$ cat config.mk
export PLATFORM = sky130hd
export DESIGN_NAME = ir_runlen_sampler
export DESIGN_NICKNAME = d
export VERILOG_FILES = /design/src/rtl/ir_rl_pkg.sv /design/src/rtl/ir_rl_sync.sv /design/src/rtl/ir_rl_tick.sv /design/src/rtl/ir_rl_deglitch.sv /design/src/rtl/ir_runlen_sampler.sv
export SDC_FILE = /design/constraint.sdc
export NUM_CORES = 1
export LEC_CHECK = 0
export CAP_MARGIN = 20
export CORE_MARGIN = 2
export CORE_UTILIZATION = 35
export CTS_CLUSTER_DIAMETER = 60
export DETAILED_ROUTE_END_ITERATION = 6
export GPL_TIMING_DRIVEN = 0
export MAX_ROUTING_LAYER = met4
export PLACE_DENSITY = 0.66
export SETUP_SLACK_MARGIN = 0.3
export SYNTH_ARGS = -nofsm -noshare
export SYNTH_HDL_FRONTEND = slang
export SYNTH_SLANG_ARGS = --single-unit
$ cat constraint.sdc
create_clock -name clk -period 2.9 [get_ports clk]
set_clock_uncertainty 0.05 [all_clocks]
set_input_delay 0.435 -clock clk [delete_from_list [all_inputs] [get_ports clk]]
set_output_delay 0.435 -clock clk [all_outputs]
set_load 0.02 [all_outputs]
$ cat src/rtl/ir_rl_pkg.sv
package ir_rl_pkg;
    localparam logic [1:0] MODE_CIR = 2'b11;

    function automatic logic rx_active(input logic g, input logic r, input logic [1:0] m);
        return g && r && (m == MODE_CIR);
    endfunction
endpackage

$ cat src/rtl/ir_rl_sync.sv
module ir_rl_sync #(
    parameter int STAGES = 2
) (
    input  logic clk,
    input  logic rst_n,
    input  logic d,
    output logic q
);
    logic [STAGES-1:0] sh_q;

    generate
        for (genvar i = 0; i < STAGES; i++) begin : g_stage
            always_ff @(posedge clk or negedge rst_n) begin
                if (!rst_n) sh_q[i] <= 1'b0;
                else if (i == 0) sh_q[i] <= d;
                else sh_q[i] <= sh_q[(i == 0) ? 0 : i-1];
            end
        end
    endgenerate

    assign q = sh_q[STAGES-1];
endmodule

$ cat src/rtl/ir_rl_tick.sv
module ir_rl_tick #(
    parameter int PRESC_W = 6
) (
    input  logic clk,
    input  logic rst_n,
    input  logic run,
    output logic tick
);
    logic [PRESC_W-1:0] cnt_d, cnt_q;

    always_comb begin
        cnt_d = run ? cnt_q + 1'b1 : '0;
    end

    always_ff @(posedge clk or negedge rst_n) begin
        if (!rst_n) cnt_q <= '0;
        else cnt_q <= cnt_d;
    end

    assign tick = run && (&cnt_q);
endmodule

$ cat src/rtl/ir_rl_deglitch.sv
module ir_rl_deglitch #(
    parameter int CW = 6
) (
    input  logic          clk,
    input  logic          rst_n,
    input  logic          run,
    input  logic          tick,
    input  logic          din,
    input  logic [CW-1:0] thr,
    output logic          lvl_o,
    output logic          lvl_nx_o
);
    typedef struct packed {
        logic          lvl;
        logic [CW-1:0] n;
    } flt_t;

    flt_t s_d, s_q;
    logic [CW:0] thr_eff;
    logic [CW:0] n_inc;

    always_comb begin
        thr_eff = (thr == '0) ? (CW+1)'(1) : {1'b0, thr};
        n_inc   = {1'b0, s_q.n} + 1'b1;
        s_d     = s_q;
        if (!run) begin
            s_d = '0;
        end else if (tick) begin
            if (din == s_q.lvl) begin
                s_d.n = '0;
            end else if (n_inc >= thr_eff) begin
                s_d.lvl = din;
                s_d.n   = '0;
            end else begin
                s_d.n = n_inc[CW-1:0];
            end
        end
    end

    always_ff @(posedge clk or negedge rst_n) begin
        if (!rst_n) s_q <= '0;
        else s_q <= s_d;
    end

    assign lvl_o    = s_q.lvl;
    assign lvl_nx_o = s_d.lvl;
endmodule

$ cat src/rtl/ir_runlen_sampler.sv
module ir_runlen_sampler
    import ir_rl_pkg::*;
#(
    parameter int PRESC_W     = 6,
    parameter int LEN_W       = 7,
    parameter int NOISE_W     = 6,
    parameter int IDLE_W      = 8,
    parameter int IDLE_UNIT_W = 7,
    parameter int SYNC_STAGES = 2
) (
    input  logic               clk,
    input  logic               rst_n,
    input  logic               ir_in,
    input  logic               rx_invert,
    input  logic               glob_en,
    input  logic               rx_en,
    input  logic [1:0]         mode,
    input  logic [NOISE_W-1:0] noise_thr,
    input  logic [IDLE_W-1:0]  idle_thr,
    output logic [LEN_W:0]     sym_data,
    output logic               sym_valid,
    output logic               pkt_end
);
    localparam int SYM_W = LEN_W + 1;
    localparam int IC_W  = IDLE_W + IDLE_UNIT_W + 1;
    localparam logic [LEN_W-1:0] LEN_MAX = '1;

    typedef struct packed {
        logic             waiting;
        logic [LEN_W-1:0] run_len;
        logic [IC_W-1:0]  idle_cnt;
        logic             pend;
        logic [SYM_W-1:0] sym;
        logic             vld;
        logic             pkt;
    } st_t;

    localparam st_t ST_RST = '{waiting: 1'b1, default: '0};

    logic active, tick, pin_s, samp, lvl, f;
    logic [IC_W-1:0] idle_lim, idle_nx;
    st_t st_d, st_q;

    assign active = rx_active(glob_en, rx_en, mode);

    ir_rl_sync #(.STAGES(SYNC_STAGES)) u_sync (
        .clk(clk), .rst_n(rst_n), .d(ir_in), .q(pin_s)
    );

    ir_rl_tick #(.PRESC_W(PRESC_W)) u_tick (
        .clk(clk), .rst_n(rst_n), .run(active), .tick(tick)
    );

    assign samp = pin_s ^ rx_invert;

    ir_rl_deglitch #(.CW(NOISE_W)) u_flt (
        .clk(clk), .rst_n(rst_n), .run(active), .tick(tick), .din(samp),
        .thr(noise_thr), .lvl_o(lvl), .lvl_nx_o(f)
    );

    always_comb begin
        idle_lim = (IC_W'(idle_thr) + 1'b1) << IDLE_UNIT_W;
        idle_nx  = st_q.idle_cnt + 1'b1;
        st_d      = st_q;
        st_d.vld  = 1'b0;
        st_d.pkt  = st_q.pend;
        st_d.pend = 1'b0;
        if (!active) begin
            st_d = ST_RST;
        end else if (tick) begin
            if (st_q.waiting) begin
                if (f) begin
                    st_d.waiting  = 1'b0;
                    st_d.run_len  = '0;
                    st_d.idle_cnt = '0;
                end
            end else if (f != lvl) begin
                st_d.sym      = {lvl, st_q.run_len};
                st_d.vld      = 1'b1;
                st_d.run_len  = '0;
                st_d.idle_cnt = f ? '0 : IC_W'(1);
            end else if (!f && (idle_nx == idle_lim)) begin
                st_d.sym      = {1'b0, st_q.run_len + 1'b1};
                st_d.vld      = 1'b1;
                st_d.waiting  = 1'b1;
                st_d.pend     = 1'b1;
                st_d.run_len  = '0;
                st_d.idle_cnt = '0;
            end else begin
                if (st_q.run_len == LEN_MAX) begin
                    st_d.sym     = {lvl, LEN_MAX};
                    st_d.vld     = 1'b1;
                    st_d.run_len = '0;
                end else begin
                    st_d.run_len = st_q.run_len + 1'b1;
                end
                if (!f) st_d.idle_cnt = idle_nx;
            end
        end
    end

    always_ff @(posedge clk or negedge rst_n) begin
        if (!rst_n) st_q <= ST_RST;
        else st_q <= st_d;
    end

    assign sym_data  = st_q.sym;
    assign sym_valid = st_q.vld;
    assign pkt_end   = st_q.pkt;
endmodule

==> results of run 1 <==
-- cell families (layout without fill, tap and decap cells) --
logic type | after synthesis | after routing | share of synthesized area, %
buf+inv | 35 | 119 | 5.172
mux | 4 | 4 | 1.237
flops | 50 | 50 | 37.52
fa+ha+maj | 12 | 12 | 4.498
xor+xnor | 33 | 33 | 8.658
simple gates | 139 | 139 | 23.13
compound gates | 84 | 84 | 19.79
-- final timing paths --
path                                 from       end  slack (ps)  cells past startpoint
min                        u_sync.sh_q[0]  u_sync.q         310                      0
max                              st_q[11]  st_q[13]        -290                     12
max in group asynchronous           rst_n  st_q[34]        1760                      3
min reg2reg                u_sync.sh_q[0]  u_sync.q         310                      0
max reg2reg                      st_q[11]  st_q[13]        -290                     12
min in group asynchronous           rst_n  st_q[19]         470                      2
-- routing by layer --
metal,up-vias,share of wire [%],track usage (%)
met3,21,4.6,2.692
li1,1507,-,-
met4,0,1.6,5.405
met5,-,0,-
met1,1580,44,23.59
met2,110,50,29.91
-- power groups by stage --
stage,Clock [W],Sequential [W],Combinational [W]
final,0.000526,0.000699,0.000142
after global routing,0.000563,0.000700,0.000156
after CTS,0.000536,0.000699,0.000136
after detailed placement,0,0.000713,0.000118
after global placement,0,0.000713,0.000114
after floorplan,0,0.000713,0.0000547
-- final cells by class --
type,instances,area (µm²),area share (%)
plain buffers,19,130.1,2.738
clock inverters,3,47.55,1.001
inverters,16,62.56,1.316
well taps,129,161.4,3.397
flip-flops and latches,50,1256,26.43
multi-input cells,272,2308,48.58
clock buffers,5,68.82,1.448
repair buffers,76,716.9,15.09
-- critical path, delay by kind of cell, from the launching register on --
kind	cells	cell delay, ps
fa+ha+maj	1	200
xor+xnor	1	220
buf+inv	3	440
simple gates	4	1080
flops	1	470
compound gates	3	610
-- flip-flops by register name (all words and copies together) (netlist names) --
name / count
st_q: 25
sym_data: 8
u_flt.s_q: 6
u_tick.cnt_q: 6
pkt_end: 1
sym_valid: 1
u_flt.lvl_o: 1
u_sync.q: 1
u_sync.sh_q: 1
-- metrics by stage --
stage          hold slack [ps]  utilization, %  power [W]  instance area (µm²)  setup WS, ps
2_1_floorplan            89.41               -  0.0007678                 3407        -122.5
3_3_place_gp             288.6           41.98  0.0008268                 3879         -1068
3_5_place_dp             289.2           42.14  0.0008309                 3894         -1142
4_1_cts                  311.4           48.75   0.001371                 4504        -225.9
5_1_grt                  330.9           51.43   0.001418                 4752        -346.2
6_report                 310.3           51.43   0.001368                 4752        -290.5
-- placed cells by master (no fill, tap or decap), drive strengths merged, types with 11 or more instances in the layout --
cell / instances
a22o: 12
a31oi: 12
and3: 14
buf: 58
clkbuf: 11
clkdlybuf4s50: 27
dfrtp: 49
ha: 12
inv: 18
nand2: 24
nand3: 26
nor2: 22
nor3: 14
o21ai: 11
xnor2: 24
-- repair_timing --
action                                  CTS  global route
buffers inserted                         31            12
pin swaps                                32            23
resized for setup                        54            33
endpoints found under the setup margin   37            36
hold buffers                              1             0
endpoints found under the hold margin    11             0
==> results by group, run 1 <==
Status
  • Status: finished, violations left
  • Failing checks: negative setup slack

Floorplanning
  • Io pins: 32
  • Die Area: 10330 µm²
  • Vert. Die Dim: 101.7 µm
  • Standard-cell rows: 35
  • Die Wd: 101.7 µm
  • Initial core utilization: 36.13%
  • Core area: 9240 µm²

Logic synthesis
  • Commonest cells in the netlist: dfrtp_1, nand3_1, nand2_1, xnor2_1, nor2_1
  • Main area contributors after synthesis: dfrtp_1, xnor2_1, ha_1
  • Post-synthesis cell type count: 60
  • Yosys top cell area share: 36.73%
  • Ys Warns: 0
  • Flops & latches, synth: 50
  • Avg Cell Area, Syn: 9.351 µm²
  • Syn nets: 391
  • Post-Syn Instances: 357
  • Most common cell in the netlist: dfrtp_1
  • Primary FF master, synth: dfrtp_1
  • Post-synth top area cell: dfrtp_1
  • Ys async rst share: between 90% and 100%
  • Mapped Area: 3338 µm²
  • Register area share after synthesis: 37.52%
  • EDFF count, synth: 0

Critical path
  • Critical Path Max Stage Delay: about 630 ps
  • Slowest cell on crit path: or4_4
  • WP data required: 3050 ps
  • Most common cell on crit path: buf_6
  • CP Capture Type: flop
  • Top fanout value on the critical path: 6
  • Worst setup SP type: flop
  • Critical Path, Cell by Cell: ha_4 > and2_4 > buf_6 > nand4_1 > xor2_1 > nand4_1 > or4_4 > o31ai_4 > buf_6 > buf_6 > o31ai_2 > a22o_1
  • Crit Path Class: reg -> reg
  • Critical path arrival: between 3000 and 4000 ps

Finish
  • Share of cells above drive strength 1: a little under 30%
  • Fillers: 826
  • Ant. Diodes: 0
  • Synthesis-to-finish area growth: 42.35%
  • Layout Nets: between 400 and 500
  • Non-Filler Instances: 570

Drt
  • Post-detailed-route count of antenna-violating nets: 0
  • Final WL: 9.232 mm
  • Drt drc: 0
  • Mean number of vias per cell: roughly 5.6
  • Drt initial violations: 191
  • Routed via count: 3218
  • Wire per inst: around 16 µm
  • TritonRoute pass-1 iters: 5

Pwr
  • Sequential Power Share: between 50 and 60%
  • P_sw: 0.0003385 W
  • Clock power frac: 38.5%
  • Comb pwr share: 10.4%
  • Pleak: 1.980 nW
  • Peak supply drop: 0.1724 mV
  • Sw Ratio: 24.74%
  • Power Dens Cells: roughly 290 nW/µm²
  • Internal power: 0.001029 W

CTS
  • Max H-tree Level: 2
  • TritonCTS Buffers: 5
  • CTS sink cnt: 50
  • Clock Latency Late Sink: 320 ps
  • CTS Buffer Depth: 2
  • CTS tree: built
  • Root Driver: clkbuf_8
  • CTS clk-pin slew, worst paths: 100 ps

STA
  • Actual slew at the worst max-slew pin: just under 700 ps
  • Setup TNS: -5554 ps
  • RSZ-0062 raised after global routing: yes
  • Max-Slew Margin vs Limit: between 50 and 60%
  • Final Hold Vio Count: 0
  • Setup ws final: -290.5 ps
  • Fmax: 0.3134 GHz
  • Period utilisation layout: 110.0%
  • Final setup fails: 32
  • Minimum clock period: 3190 ps
  • Final max-slew violation count: 0

Flow run
  • MaxCap Viol Count: 0

GRT
  • Grt ovf: 0
  • First-pass GRT wire length: 14.82 mm
  • Number of antenna violations at the first check in global routing: 0
  • GRT Total Usage: 18.34%
  • Vias in the first global route: 3179
  • Largest net degree at the start of global routing: 40

Placed design
  • Final Wtd Congestion: 0.8937
  • DPL Wire Length: 6.021 mm
  • # port buffers: 31
  • Inst Count DP: slightly above 500

Hold path
  • Worst hold path type: reg -> reg
Power figures use the tool's default switching activity.
==> run 2: changes to the inputs <==
==> constraint.sdc (replaced) <==
create_clock -name clk -period 2.9 [get_ports clk]
set_clock_uncertainty 0.05 [all_clocks]
set_input_delay 0.29 -clock clk [delete_from_list [all_inputs] [get_ports clk]]
set_output_delay 0.29 -clock clk [all_outputs]
set_load 0.02 [all_outputs]
==> results by group, run 2 (synthesized netlist as in run 1, its figures left out) <==
Status
  • Status: finished, violations left
  • Failing checks: negative setup slack

Finish
  • Layout Nets: 478
  • Register area: 1256 µm²
  • Synthesis-to-finish area growth: 42.28%
  • Largest Register: st_q
  • Commonest non-fill, non-tap cell in the layout: dfrtp_1
  • Multi-input logic area: 2280 µm²
  • Most frequent cells in the layout: dfrtp_1, buf_4, clkdlybuf4s50_1
  • Share of cells above drive strength 1: 28.99%
  • Max reg flops: 25
  • Ant. Diodes: 0
  • Fillers: about 820

STA
  • Final setup fails: 32
  • Actual slew at the worst max-slew pin: just under 700 ps
  • Setup ws final: -213.3 ps
  • Fin Hold WS: 310.3 ps
  • Final Hold Vio Count: 0
  • Final max-slew violation count: 0
  • Max-Slew Margin vs Limit: 54.21%
  • RSZ-0062 raised after global routing: yes
  • Fmax: between 0.3 and 0.4 GHz
  • Period utilisation layout: 107.4%
  • Minimum clock period: 3113 ps
  • Setup TNS: -4403 ps

Placed design
  • Final Wtd Congestion: 0.8937
  • DPL Wire Length: 6.021 mm
  • # port buffers: 31

Critical path
  • Worst path buffer plus inverter count: 3
  • WP data required: between 3000 and 4000 ps
  • Top fanout value on the critical path: 6
  • Worst setup SP type: flop
  • CP Capture Type: flop
  • Critical Path Max Stage Delay: just under 600 ps
  • Slowest cell on crit path: or4_4
  • Critical Path, Cell by Cell: ha_4 > buf_4 > o41ai_1 > nand4_1 > or4_4 > o31ai_4 > buf_6 > buf_6 > o31ai_1 > a22o_1
  • Crit Path Class: reg -> reg
  • CP top delay family: compound AO/OA/AOI/OAI gates
  • Most common cell on crit path: buf_6
  • Critical path arrival: 3270 ps
  • Worst R2R Setup Slack: -210 ps

Pwr
  • Sequential Power Share: 51.0%
  • Clock power frac: 38.9%
  • Peak supply drop: 0.1748 mV
  • Internal power: just over 0.001 W
  • Power Dens Cells: 288.8 nW/µm²
  • Pleak: 1.963 nW
  • Comb pwr share: 10.1%
  • Sw Ratio: around 25%
  • P_sw: 0.0003437 W

Hold path
  • Worst hold path type: reg -> reg

Floorplanning
  • Core area: 9240 µm²
  • Io pins: 32
  • Standard-cell rows: 35
  • Vert. Die Dim: about 100 µm
  • Die Wd: 101.7 µm
  • Initial core utilization: a little over a third
  • Die Area: 10330 µm²

GRT
  • Largest net degree at the start of global routing: 40
  • GRT Total Usage: 18.21%
  • Vias in the first global route: 3127
  • Number of antenna violations at the first check in global routing: 0
  • First-pass GRT wire length: approximately 15 mm
  • Grt ovf: 0

CTS
  • TritonCTS Buffers: 5
  • CTS tree: built
  • Clock Latency Late Sink: 320 ps
  • Max H-tree Level: 2
  • CTS Buffer Depth: 2
  • CTS clk-pin slew, worst paths: 100 ps
  • CTS sink cnt: 50
  • Root Driver: clkbuf_8

Flow run
  • MaxCap Viol Count: 0

Drt
  • Routed via count: 3221
  • Drt drc: 0
  • Mean number of vias per cell: 5.611
  • Drt initial violations: about 160
  • Wire per inst: 16.05 µm
  • TritonRoute pass-1 iters: 5
  • Final WL: a little over 9 mm
  • Post-detailed-route count of antenna-violating nets: 0
==> run 2: cell types whose count changed in the layout (fill, tap and decap cells not counted), moves of 3 or more <==
cell             delta
o22ai_1             -3
dlygate4sd2_1       -3
xnor2_1             +4
clkdlybuf4s50_1     +3
nor3_1              +3
o22ai_2             +3
xnor2_2             -4
buf_4               +6
==> run 2: path summary, 6_finish.rpt <==
check,from,endpoint,cells past startpoint
worst max-delay path,st_q[11],st_q[13],10
worst min-delay path,u_sync.sh_q[0],u_sync.q,0
worst max register to register,st_q[11],st_q[13],10
worst min register to register,u_sync.sh_q[0],u_sync.q,0
max in group asynchronous,rst_n,st_q[34],3
min in group asynchronous,rst_n,st_q[19],2
==> run 2: cell type report <==
class	count	share of cell area, %
clock inverter	3	1.001
timing repair buffer	80	15.65
multi-input combinational	272	48.00
tap	129	3.398
sequential	50	26.45
clock buffer	5	1.449
inverter	16	1.317
buffer	19	2.740
==> run 2: through the flow <==
step / area (µm²) / instances / utilization, % / power (W) / worst slack [ps]
after CTS: 4365 / 552 / 47.24 / 0.001365 / -237.3
after detailed placement: 3894 / 518 / 42.14 / 0.0008309 / -996.8
after global placement: 3879 / 517 / 41.98 / 0.0008268 / -922.7
final: 4750 / 574 / 51.40 / 0.001372 / -213.3
after global routing: 4750 / 574 / 51.40 / 0.001421 / -322.8
after floorplan: 3407 / 357 / - / 0.0007678 / -122.5
==> run 2: repair_timing <==
action                                 4_1_cts  5_1_grt
endpoints found under the hold margin       11        0
buffers inserted                            24       22
gates resized for setup                     35       43
hold buffers                                 1        0
setup endpoints to repair                   36       40
cloned                                       1        0
pin swaps                                   14       30
==> run 2: power groups by stage <==
stage	Combinational (W)	Sequential [W]	Clock, W
floorplan	0.0000547	0.000713	0
global placement	0.000114	0.000713	0
detailed placement	0.000118	0.000713	0
CTS	0.000130	0.000699	0.000536
finish	0.000138	0.000700	0.000534
global route	0.000152	0.000700	0.000569
==> run 2: metal layers <==
layer / routed length [µm] / GRT usage (%) / vias up
met2: 4632 / 29.76 / 106
met1: 4053 / 23.50 / 1592
li1: - / - / 1512
met5: 0 / - / -
met4: 97 / 4.886 / 0
met3: 430 / 2.761 / 11
